File: src/rtl/rn_pkg.sv
package rn_pkg;
  localparam int RN_AREGS = 32;
  localparam int RN_PREGS = 64;
  localparam int RN_GROUP = 2;
endpackage

File: src/rtl/rn_free_list.sv
// Circular queue of free physical registers. DEPTH must be a power of two.
module rn_free_list #(
  parameter int DEPTH = 64,
  parameter int PW    = 6,
  parameter int GROUP = 2,
  parameter int NFREE = 32,
  parameter int FIRST = 32
) (
  input  logic                                clk,
  input  logic                                rst_n,
  input  logic [$clog2(GROUP+1)-1:0]          pop_cnt,
  input  logic [GROUP-1:0]                    push_vld,
  input  logic [GROUP*PW-1:0]                 push_preg,
  output logic [GROUP*PW-1:0]                 peek,
  output logic [$clog2(DEPTH+1)-1:0]          count
);
  localparam int AW = $clog2(DEPTH);
  localparam int CW = $clog2(DEPTH+1);
  localparam int GW = $clog2(GROUP+1);

  logic [PW-1:0] slots [DEPTH];
  logic [AW-1:0] head_q, tail_q;
  logic [AW-1:0] wpos [GROUP];
  logic [GW-1:0] npush;

  for (genvar k = 0; k < GROUP; k++) begin : g_peek
    assign peek[k*PW +: PW] = slots[head_q + AW'(k)];
  end

  // compact the returning registers onto consecutive tail positions
  always_comb begin
    npush = '0;
    for (int k = 0; k < GROUP; k++) begin
      wpos[k] = tail_q + AW'(npush);
      if (push_vld[k]) npush = npush + GW'(1);
    end
  end

  always_ff @(posedge clk) begin
    if (!rst_n) begin
      for (int i = 0; i < DEPTH; i++)
        slots[i] <= (i < NFREE) ? PW'(FIRST + i) : '0;
      head_q <= '0;
      tail_q <= AW'(NFREE);
      count  <= CW'(NFREE);
    end else begin
      for (int k = 0; k < GROUP; k++)
        if (push_vld[k]) slots[wpos[k]] <= push_preg[k*PW +: PW];
      head_q <= head_q + AW'(pop_cnt);
      tail_q <= tail_q + AW'(npush);
      count  <= count + CW'(npush) - CW'(pop_cnt);
    end
  end

  // the queue never holds more than its depth
  assert_no_overflow_R8: assert property (@(posedge clk) disable iff (!rst_n)
    (32'(count) + 32'(npush)) <= (32'(DEPTH) + 32'(pop_cnt)));

  // nothing is taken that is not queued
  assert_pop_available_R9: assert property (@(posedge clk) disable iff (!rst_n)
    CW'(pop_cnt) <= count);
endmodule

File: src/rtl/rn_map_table.sv
// Architectural-to-physical map with flat read ports; a later write port wins.
module rn_map_table #(
  parameter int AREGS = 32,
  parameter int AW    = 5,
  parameter int PW    = 6,
  parameter int GROUP = 2,
  parameter int NRD   = 6
) (
  input  logic                 clk,
  input  logic                 rst_n,
  input  logic [NRD*AW-1:0]    rd_addr,
  output logic [NRD*PW-1:0]    rd_data,
  input  logic [GROUP-1:0]     wr_en,
  input  logic [GROUP*AW-1:0]  wr_addr,
  input  logic [GROUP*PW-1:0]  wr_data
);
  logic [PW-1:0] map_q [AREGS];

  for (genvar r = 0; r < NRD; r++) begin : g_rd
    assign rd_data[r*PW +: PW] = map_q[rd_addr[r*AW +: AW]];
  end

  always_ff @(posedge clk) begin
    if (!rst_n) begin
      for (int i = 0; i < AREGS; i++) map_q[i] <= PW'(i);
    end else begin
      for (int k = 0; k < GROUP; k++)
        if (wr_en[k]) map_q[wr_addr[k*AW +: AW]] <= wr_data[k*PW +: PW];
    end
  end

  for (genvar k = 0; k < GROUP; k++) begin : g_chk
    // register zero is never a rename target
    assert_zero_unwritten_R7: assert property (@(posedge clk) disable iff (!rst_n)
      wr_en[k] |-> (wr_addr[k*AW +: AW] != '0));
  end

  assert_zero_pinned_R7: assert property (@(posedge clk) disable iff (!rst_n)
    map_q[0] == '0);
endmodule

File: src/rtl/rn_group_xlate.sv
// Combinational renaming of one group: allocation order and in-group forwarding.
module rn_group_xlate #(
  parameter int AW    = 5,
  parameter int PW    = 6,
  parameter int GROUP = 2
) (
  input  logic [GROUP-1:0]             slot_vld,
  input  logic [GROUP-1:0]             wr,
  input  logic [GROUP*AW-1:0]          dst,
  input  logic [GROUP*AW-1:0]          srca,
  input  logic [GROUP*AW-1:0]          srcb,
  input  logic [GROUP*PW-1:0]          map_a,
  input  logic [GROUP*PW-1:0]          map_b,
  input  logic [GROUP*PW-1:0]          map_d,
  input  logic [GROUP*PW-1:0]          peek,
  output logic [GROUP-1:0]             writer,
  output logic [$clog2(GROUP+1)-1:0]   need,
  output logic [GROUP*PW-1:0]          pdst,
  output logic [GROUP*PW-1:0]          pold,
  output logic [GROUP*PW-1:0]          psrca,
  output logic [GROUP*PW-1:0]          psrcb
);
  localparam int GW = $clog2(GROUP+1);

  logic [AW-1:0] d_a [GROUP];
  logic [AW-1:0] a_a [GROUP];
  logic [AW-1:0] b_a [GROUP];
  logic [PW-1:0] pk_a [GROUP];
  logic [PW-1:0] nd_a [GROUP];

  for (genvar j = 0; j < GROUP; j++) begin : g_unpack
    assign d_a[j]  = dst[j*AW +: AW];
    assign a_a[j]  = srca[j*AW +: AW];
    assign b_a[j]  = srcb[j*AW +: AW];
    assign pk_a[j] = peek[j*PW +: PW];
  end

  // allocation: each writer takes the next free entry in slot order
  always_comb begin
    logic [GW-1:0] n;
    n = '0;
    for (int j = 0; j < GROUP; j++) begin
      writer[j] = slot_vld[j] & wr[j] & (d_a[j] != '0);
      nd_a[j]   = '0;
      if (writer[j]) begin
        nd_a[j] = pk_a[n];
        n       = n + GW'(1);
      end
    end
    need = n;
  end

  // translation with forwarding from earlier writers (latest earlier slot wins)
  always_comb begin
    for (int j = 0; j < GROUP; j++) begin
      logic [PW-1:0] ta, tb, to;
      ta = map_a[j*PW +: PW];
      tb = map_b[j*PW +: PW];
      to = writer[j] ? map_d[j*PW +: PW] : '0;
      for (int i = 0; i < GROUP; i++) begin
        if (i < j && writer[i]) begin
          if (d_a[i] == a_a[j]) ta = nd_a[i];
          if (d_a[i] == b_a[j]) tb = nd_a[i];
          if (writer[j] && d_a[i] == d_a[j]) to = nd_a[i];
        end
      end
      psrca[j*PW +: PW] = ta;
      psrcb[j*PW +: PW] = tb;
      pold[j*PW +: PW]  = to;
      pdst[j*PW +: PW]  = nd_a[j];
    end
  end
endmodule

File: src/rtl/rename_unit.sv
module rename_unit #(
  parameter int AREGS = rn_pkg::RN_AREGS,
  parameter int PREGS = rn_pkg::RN_PREGS,
  parameter int GROUP = rn_pkg::RN_GROUP
) (
  input  logic                                   clk,
  input  logic                                   rst_n,
  input  logic                                   in_valid,
  output logic                                   in_ready,
  input  logic [GROUP-1:0]                       in_slot_vld,
  input  logic [GROUP-1:0]                       in_wr,
  input  logic [GROUP*$clog2(AREGS)-1:0]         in_dst,
  input  logic [GROUP*$clog2(AREGS)-1:0]         in_srca,
  input  logic [GROUP*$clog2(AREGS)-1:0]         in_srcb,
  output logic                                   out_valid,
  input  logic                                   out_ready,
  output logic [GROUP*$clog2(PREGS)-1:0]         out_pdst,
  output logic [GROUP*$clog2(PREGS)-1:0]         out_pold,
  output logic [GROUP*$clog2(PREGS)-1:0]         out_psrca,
  output logic [GROUP*$clog2(PREGS)-1:0]         out_psrcb,
  input  logic [GROUP-1:0]                       cm_free,
  input  logic [GROUP*$clog2(PREGS)-1:0]         cm_preg
);
  localparam int AW    = $clog2(AREGS);
  localparam int PW    = $clog2(PREGS);
  localparam int CW    = $clog2(PREGS+1);
  localparam int GW    = $clog2(GROUP+1);
  localparam int NFREE = PREGS - AREGS;
  localparam int NRD   = 3 * GROUP;

  logic [NRD*PW-1:0]   rd_data;
  logic [GROUP*PW-1:0] peek;
  logic [CW-1:0]       free_cnt;
  logic [GROUP-1:0]    writer;
  logic [GW-1:0]       need;
  logic                room, fire;

  rn_map_table #(.AREGS(AREGS), .AW(AW), .PW(PW), .GROUP(GROUP), .NRD(NRD)) u_map (
    .clk     (clk),
    .rst_n   (rst_n),
    .rd_addr ({in_dst, in_srcb, in_srca}),
    .rd_data (rd_data),
    .wr_en   (writer & {GROUP{fire}}),
    .wr_addr (in_dst),
    .wr_data (out_pdst)
  );

  rn_free_list #(.DEPTH(PREGS), .PW(PW), .GROUP(GROUP), .NFREE(NFREE), .FIRST(AREGS)) u_free (
    .clk       (clk),
    .rst_n     (rst_n),
    .pop_cnt   (fire ? need : '0),
    .push_vld  (cm_free),
    .push_preg (cm_preg),
    .peek      (peek),
    .count     (free_cnt)
  );

  rn_group_xlate #(.AW(AW), .PW(PW), .GROUP(GROUP)) u_xlate (
    .slot_vld (in_slot_vld),
    .wr       (in_wr),
    .dst      (in_dst),
    .srca     (in_srca),
    .srcb     (in_srcb),
    .map_a    (rd_data[0 +: GROUP*PW]),
    .map_b    (rd_data[GROUP*PW +: GROUP*PW]),
    .map_d    (rd_data[2*GROUP*PW +: GROUP*PW]),
    .peek     (peek),
    .writer   (writer),
    .need     (need),
    .pdst     (out_pdst),
    .pold     (out_pold),
    .psrca    (out_psrca),
    .psrcb    (out_psrcb)
  );

  assign room      = free_cnt >= CW'(need);
  assign out_valid = in_valid & room;
  assign in_ready  = out_ready & room;
  assign fire      = in_valid & in_ready;

  for (genvar j = 0; j < GROUP; j++) begin : g_chk_slot
    // an allocated register is never the pinned zero register
    assert_writer_nonzero_R7: assert property (@(posedge clk) disable iff (!rst_n)
      (fire && writer[j]) |-> (out_pdst[j*PW +: PW] != '0));
    for (genvar i = 0; i < j; i++) begin : g_pair
      assert_fresh_dest_R3: assert property (@(posedge clk) disable iff (!rst_n)
        (fire && writer[i] && writer[j]) |-> (out_pdst[i*PW +: PW] != out_pdst[j*PW +: PW]));
    end
  end

  assert_stall_short_R9: assert property (@(posedge clk) disable iff (!rst_n)
    (free_cnt < CW'(need)) |-> !in_ready);

  assert_backpressure_R10: assert property (@(posedge clk) disable iff (!rst_n)
    !out_ready |-> !in_ready);

  // without acceptance the free count can only grow by returned registers
  assert_no_silent_pop_R10: assert property (@(posedge clk) disable iff (!rst_n)
    (!fire && cm_free == '0) |=> $stable(free_cnt));
endmodule

File: config.mk
export PLATFORM = sky130hd
export DESIGN_NAME = rename_unit
export DESIGN_NICKNAME = d
export VERILOG_FILES = /design/src/rtl/rn_pkg.sv /design/src/rtl/rn_free_list.sv /design/src/rtl/rn_map_table.sv /design/src/rtl/rn_group_xlate.sv /design/src/rtl/rename_unit.sv
export SDC_FILE = /design/constraint.sdc
export NUM_CORES = 2
export LEC_CHECK = 0
export BUFFER_PORTS_ARGS = -buffer_cell sky130_fd_sc_hd__buf_4
export CAP_MARGIN = 20
export CORE_ASPECT_RATIO = 0.5
export CORE_UTILIZATION = 30
export CTS_CLUSTER_DIAMETER = 60
export DETAILED_ROUTE_END_ITERATION = 7
export GPL_ROUTABILITY_DRIVEN = 0
export HOLD_SLACK_MARGIN = 0.06
export PLACE_DENSITY = 0.44
export SETUP_SLACK_MARGIN = 0.5
export SLEW_MARGIN = 20
export SYNTH_ARGS = -nofsm -noshare
export SYNTH_HDL_FRONTEND = slang
export SYNTH_HIERARCHICAL = 1
export SYNTH_SLANG_ARGS = --single-unit
File: constraint.sdc
create_clock -name clk -period 7.45 [get_ports clk]
set_clock_uncertainty 0.15 [all_clocks]
set_input_delay 1.49 -clock clk [delete_from_list [all_inputs] [get_ports clk]]
set_output_delay 1.49 -clock clk [all_outputs]
set_load 0.01 [all_outputs]
Word level (Yosys, flattened, before mapping)
Memories as Yosys holds them, arrays and structs flattened. A register that Yosys moved wholly into a read port is not among the register bits. Index checks and enable logic that the tools add are counted. W data, S select, Z words.

Add/sub/neg operators: 8. Multipliers: 0. Divide/modulo/power cells: 0. Order comparisons: 2. Eq/ne operators: 3. Shifts and indexed selects: 0. Muxes and demuxes: 44. Bitwise operators: 9. Reductions and logical operators: 7.

Operators with widths (number): $mux W6 (20); $reduce_or A6 Y1 (4); $mux W1 (19); $eq A5 B5 Y1 (3); $add A6 B2 Y6 (2); $mux W5 (2); $reduce_bool A5 Y1 (2); $add A7 B2 Y7 (1); $and A1 B1 Y1 (7); $ge A7 B2 Y1 (1); $sub A7 B2 Y7 (1); $add A6 B1 Y6 (1); $add A6 B1 Y6 const B (1); $mux W2 (3); $add A1 B1 Y2 const B (2); $ge A3 B2 Y1 const B (1); $not A1 Y3 (1); $and A2 B2 Y2 (1); $logic_and A1 B1 Y1 (1).

Flip-flop bits (word level): 19. Latch bits: 0. RAM bits: 576. Memory bits (read-only): 0. Bits of input ports: 52. Output and inout port bits: 50. Memories kept: 2.

Memories: u_free.slots (words 64, width 6, rd ports 2, clocked after Yosys merged registers in 1, write ports 64, RTL line rn_free_list.sv:21) `logic [PW-1:0] slots [DEPTH];`; u_map.map_q (words 32, width 6, rd ports 6, clocked after Yosys merged registers in 0, write ports 32, RTL line rn_map_table.sv:17) `logic [PW-1:0] map_q [AREGS];`.

Depth between registers and ports, before layout
Word-level depth: 14. Depth in mapped cells: 18. Gate-level depth less buffers: 18.

Hierarchy
Netlist, hierarchy kept.

Modules (own cells, without submodules): rn_free_list (times used 1, cells an instance 2474, area each 26255.2 um^2, sequential area each 11911.4 um^2); rn_map_table (times used 1, cells an instance 1095, area each 17982.2 um^2, sequential area each 5765.5 um^2); rn_group_xlate (times used 1, cells an instance 98, area each 814.5 um^2, sequential area each 0.0 um^2); rename_unit (times used 1, cells an instance 17, area each 125.1 um^2, sequential area each 0.0 um^2).

Worst setup path before layout
OpenSTA, ideal clock, no wires.

Kind: input port to flip-flop. Start point: input port in_dst[5]. End point: register u_free.count[6]. Setup time: 115 ps. Arrival time: 5503 ps. Data required time: 7185 ps. Slack: 1682 ps. Stages on the path: 17. Path buffers: 0. Cell sequence: or4_4 -> o211ai_4 -> inv_2 -> ha_1 -> ha_1 -> nand2b_1 -> a2111oi_4 -> nor2_1 -> fa_1 -> inv_1 -> fa_1 -> a21o_1 -> a21oi_1 -> o21bai_1 -> a21oi_1 -> xnor2_1 -> and2_1.

Word-level cells in the longest chain between the ends: 8.

RTL lines: start, declared (RTL line rename_unit.sv:12) `input logic [GROUP*$clog2(AREGS)-1:0] in_dst,`; $reduce_bool A5 Y1 * (RTL line rn_group_xlate.sv:43) `writer[j] = slot_vld[j] & wr[j] & (d_a[j] != '0);`; $and A1 B1 Y1 * (RTL line rn_group_xlate.sv:43); via writer[1] (RTL line rename_unit.sv:34) `logic [GROUP-1:0] writer;`; $mux W2 * (RTL line rn_group_xlate.sv:45) `if (writer[j]) begin`; via need[0] (RTL line rename_unit.sv:35) `logic [GW-1:0] need;`; $ge A7 B2 Y1 (RTL line rename_unit.sv:76) `assign room = free_cnt >= CW'(need);`; $and A1 B1 Y1 (RTL line rename_unit.sv:78) `assign in_ready = out_ready & room;`; $and A1 B1 Y1 (RTL line rename_unit.sv:79) `assign fire = in_valid & in_ready;`; $mux W2 * (RTL line rename_unit.sv:51) `.pop_cnt (fire ? need : '0),`; $sub A7 B2 Y7 * (RTL line rn_free_list.sv:51) `count <= count + CW'(npush) - CW'(pop_cnt);`; end signal, assigned (RTL line rn_free_list.sv:45) `count <= CW'(NFREE);`; end signal, assigned (RTL line rn_free_list.sv:51); end, declared (RTL line rn_free_list.sv:15) `output logic [$clog2(DEPTH+1)-1:0] count`.

The timed path passes the listed nets; every way through them passes the cells marked *. A chain may end at the register's enable or synchronous reset.

==> results.md <==
* NetSw at approximately 2.5 mW
* Htree depth at 3
* Layout cell share with drive strength beyond 1 at between 20% and 30%
* Avg Cell Area, Syn at ~12 um^2
* Mapped Nets at 3758
* Synthesis warning total at 6
* Pwr Total at approximately 9 mW
* Tcrit/Tclk final at a little under 90%
* Unique cell type count in the Yosys netlist at between 80 and 90
* # DRC at 0
* Initial core utilization at 30.3%
* Peak supply drop at about 140 uV
* Ports at between 100 and 150
* Die Y-Extent at ~280 um
* Root buffer cell: clkbuf_16
* Largest net degree at the start of global routing at 66
* Post-CTS sizing at 0
* Fmax at 0.155 GHz
* R2r worst-path depth at 9
* RSZ-0062 raised after global routing: false
* Syn Inst Count at ~3700
* Critical path arrival at between 4 and 5 ns
* Crit. End Element: output port
* Crit Path Max Fanout at 35
* Comb pwr share at 17.1%
* Final setup fails at 0
* Cts hold-fix bufs at 0
* Mapped cell area at about 0.045 mm^2
* Vias/cell at ~6.3
* Worst Path Required at roughly 5.8 ns
* GRT Overall Usage at 24.0%
* Power Density at 182 mW/mm^2
* Clk sinks at 595
* Layout area overhead at 9.61%
* Clk_lat worst skew at around 0.66 ns
* Total negative slack at 0 ns
* Ys async rst share at 0%
* Setup crit start kind: flip-flop
* Sequential area share after synthesis at 39.1%
* Seq pwr share at a little over two fifths
* Initial antenna violation count at 8
* Die area at about 0.15 mm^2
* Vias in the first global route at roughly 33000
* Final Hold Viols at 0
* Max Cap Viol at 0
* WHS Path Cells at 2
* Hold crit path type: reg2reg
* Max-slew violation count at 0
* Row Count at 100
* Fin crit period at 6.46 ns
* Pre-antenna DRT Iters at 6
* Post-CTS Setup Inserts at 0
* P_leak at around 15 nW
* Clock network power share at 39.5%
* N_diodes at 0
* Clk buf depth at 3
* Antenna-violating nets left at 0
* WL/cell at 33.5 um
* Routed vias at 35200
* Setup CP Type: reg2out
* Area leader, netlist: edfxtp_1
* DIE WIDTH at between 500 and 600 um
* Total gr overflow at 0
* Status: finished, final reports clean
* CTS buffer count at just over 70
* Drt initial violations at 4736
* First-pass GRT wire length at 262000 um
* Post-synth EDFFs at 576
* IO buf count at between 100 and 150
* CORE AREA at approximately 0.15 mm^2
* Placed wire-length estimate at between 100000 and 150000 um
* Internal at 6.46 mW
* # nets final at 3604
* Worst slew pin tran at about 1.2 ns
* FF+latch count, synth at about 600
* Switching share of power at 28.3%
* Clock transition at path regs at around 0.060 ns
* Rel. slew slack at 18.4%
* Drt total wl at approximately 190000 um
* CTS tree: yes
* Synth top area cells: edfxtp_1 38%, mux4_2 26%, nand2_1 5.1%
* Synth top area share at 38.3%
* Top_reg_cell synth: edfxtp_1
-- layer usage --
| layer | vias to the layer above | wire length, um | global-route usage (%) |
|---|---|---|---|
| li1 | 14300 | - | - |
| met1 | 18400 | 77900 | 33.9 |
| met2 | 2167 | 85700 | 37.6 |
| met3 | 304 | 17600 | 4.35 |
| met4 | 6 | 5570 | 6.92 |
| met5 | - | 29 | 0 |
-- area by class of cell --
cell class | instances | area, um^2
clock buffer | 95 | 1980
timing repair buffer | 176 | 1410
sequential | 595 | 17700
clock inverter | 34 | 320
fill | 14800 | 99600
inverter | 39 | 146
tap | 1989 | 2490
multi-input combinational | 2647 | 25500
-- cells in the final DEF, fill, tap and decap left out, types with 10 or more instances in the layout --
cell         n
nand2_1    614
edfxtp_1   576
mux4_2     528
nor2_1     225
o21ai_1    195
buf_4      169
a22o_1     113
a21oi_1    112
mux2i_1     94
nand3_1     83
nor3_1      76
a2bb2oi_1   76
clkbuf_16   75
o21ai_0     47
o211ai_1    42
inv_1       37
mux2_2      36
nand3b_1    33
and2_1      32
a211oi_2    30
mux4_1      25
mux4_4      19
ha_1        17
clkbuf_1    17
nor3_2      17
a211oi_1    17
or3b_1      17
xor2_1      16
xnor2_1     15
dfxtp_1     15
clkinv_1    13
mux2_4      12
nor2b_1     10
o221ai_1    10
-- path summary, 6_finish.rpt --
path                                             startpoint                           end  slack (ns)
worst min register to register   u_free/count[0]$_SDFF_PN0_    u_free/count[0]$_SDFF_PN0_        0.47
worst min-delay path             u_free/count[0]$_SDFF_PN0_    u_free/count[0]$_SDFF_PN0_        0.47
worst max register to register  u_free/head_q[1]$_SDFF_PN0_  u_map/map_q[19][0]$_DFFE_PP_        2.14
worst max-delay path            u_free/head_q[1]$_SDFF_PN0_                   out_pdst[0]        0.99
-- power by group through the flow --
| stage | Clock [mW] | Sequential, mW | Combinational, mW |
|---|---|---|---|
| after detailed placement | 0 | 3.98 | 1.52 |
| final | 3.56 | 3.91 | 1.54 |
| after global routing | 3.73 | 3.92 | 1.61 |
| after floorplan | 0 | 3.89 | 1.03 |
| after CTS | 3.61 | 3.91 | 1.53 |
| after global placement | 0 | 3.97 | 1.52 |
-- worst max-delay path, stage by stage (launching register included) --
cell	delay (ns)
dfxtp_4	0.86
buf_4	0.44
mux4_2	0.62
mux4_2	0.58
a22oi_1	0.29
nand3_1	0.51
and2_1	0.32
buf_4	0.27
buf_4	0.22
-- kinds of logic (layout without fill, tap and decap cells) --
group           count (synthesis)  after routing  share of synthesized area (%)
simple gates                 1173           1173                           11.7
mux                           714            714                           32.2
compound gates                700            700                           10.7
flops                         595            595                           39.1
buf+inv                       442            344                           4.69
xor+xnor                       38             38                          0.895
fa+ha+maj                      22             22                          0.676
-- registers in the layout (all words and copies together) (netlist names) --
signal	cells
u_free/head_q	6
u_free/tail_q	6
u_map/map_q	192
u_free/count	7
u_free/slots	384
-- per-stage QoR --
| stage | cells | util, % | area, um^2 | setup slack [ns] | hold WS (ns) |
|---|---|---|---|---|---|
| 3_5_place_dp | 5446 | 31.7 | 47200 | 1.01 | 0.468 |
| 3_3_place_gp | 5446 | 31.7 | 47200 | 1.04 | 0.459 |
| 2_1_floorplan | 3684 | - | 45200 | 1.68 | 0.407 |
| 5_1_grt | 5575 | 33.2 | 49500 | 0.954 | 0.523 |
| 6_report | 5575 | 33.2 | 49500 | 0.989 | 0.473 |
| 4_1_cts | 5575 | 33.2 | 49500 | 1.02 | 0.485 |
-- cells in the mapped netlist (6+ instances only) --
cell       count
nand2_1      614
edfxtp_1     576
mux4_2       528
nor2_1       231
clkbuf_1     224
o21ai_1      195
a22o_1       113
a21oi_1      112
mux2i_1       94
buf_2         90
nand3_1       83
nor3_1        79
a2bb2oi_1     76
o21ai_0       47
o211ai_1      42
inv_1         37
mux2_2        36
buf_1         34
nand3b_1      33
and2_1        32
a211oi_2      30
mux4_1        25
buf_4         22
dfxtp_1       19
mux4_4        19
ha_1          18
a211oi_1      17
or3b_1        17
xor2_1        17
buf_6         16
xnor2_1       16
nor3_2        14
mux2_4        12
nor2b_1       10
o221ai_1      10
buf_8          8
a32o_1         7
o22ai_1        7
or3_1          7
a21o_1         6
a221oi_1       6
and3_1         6
nand2b_1       6
or3b_2         6
(Power assumes the default switching activity.)
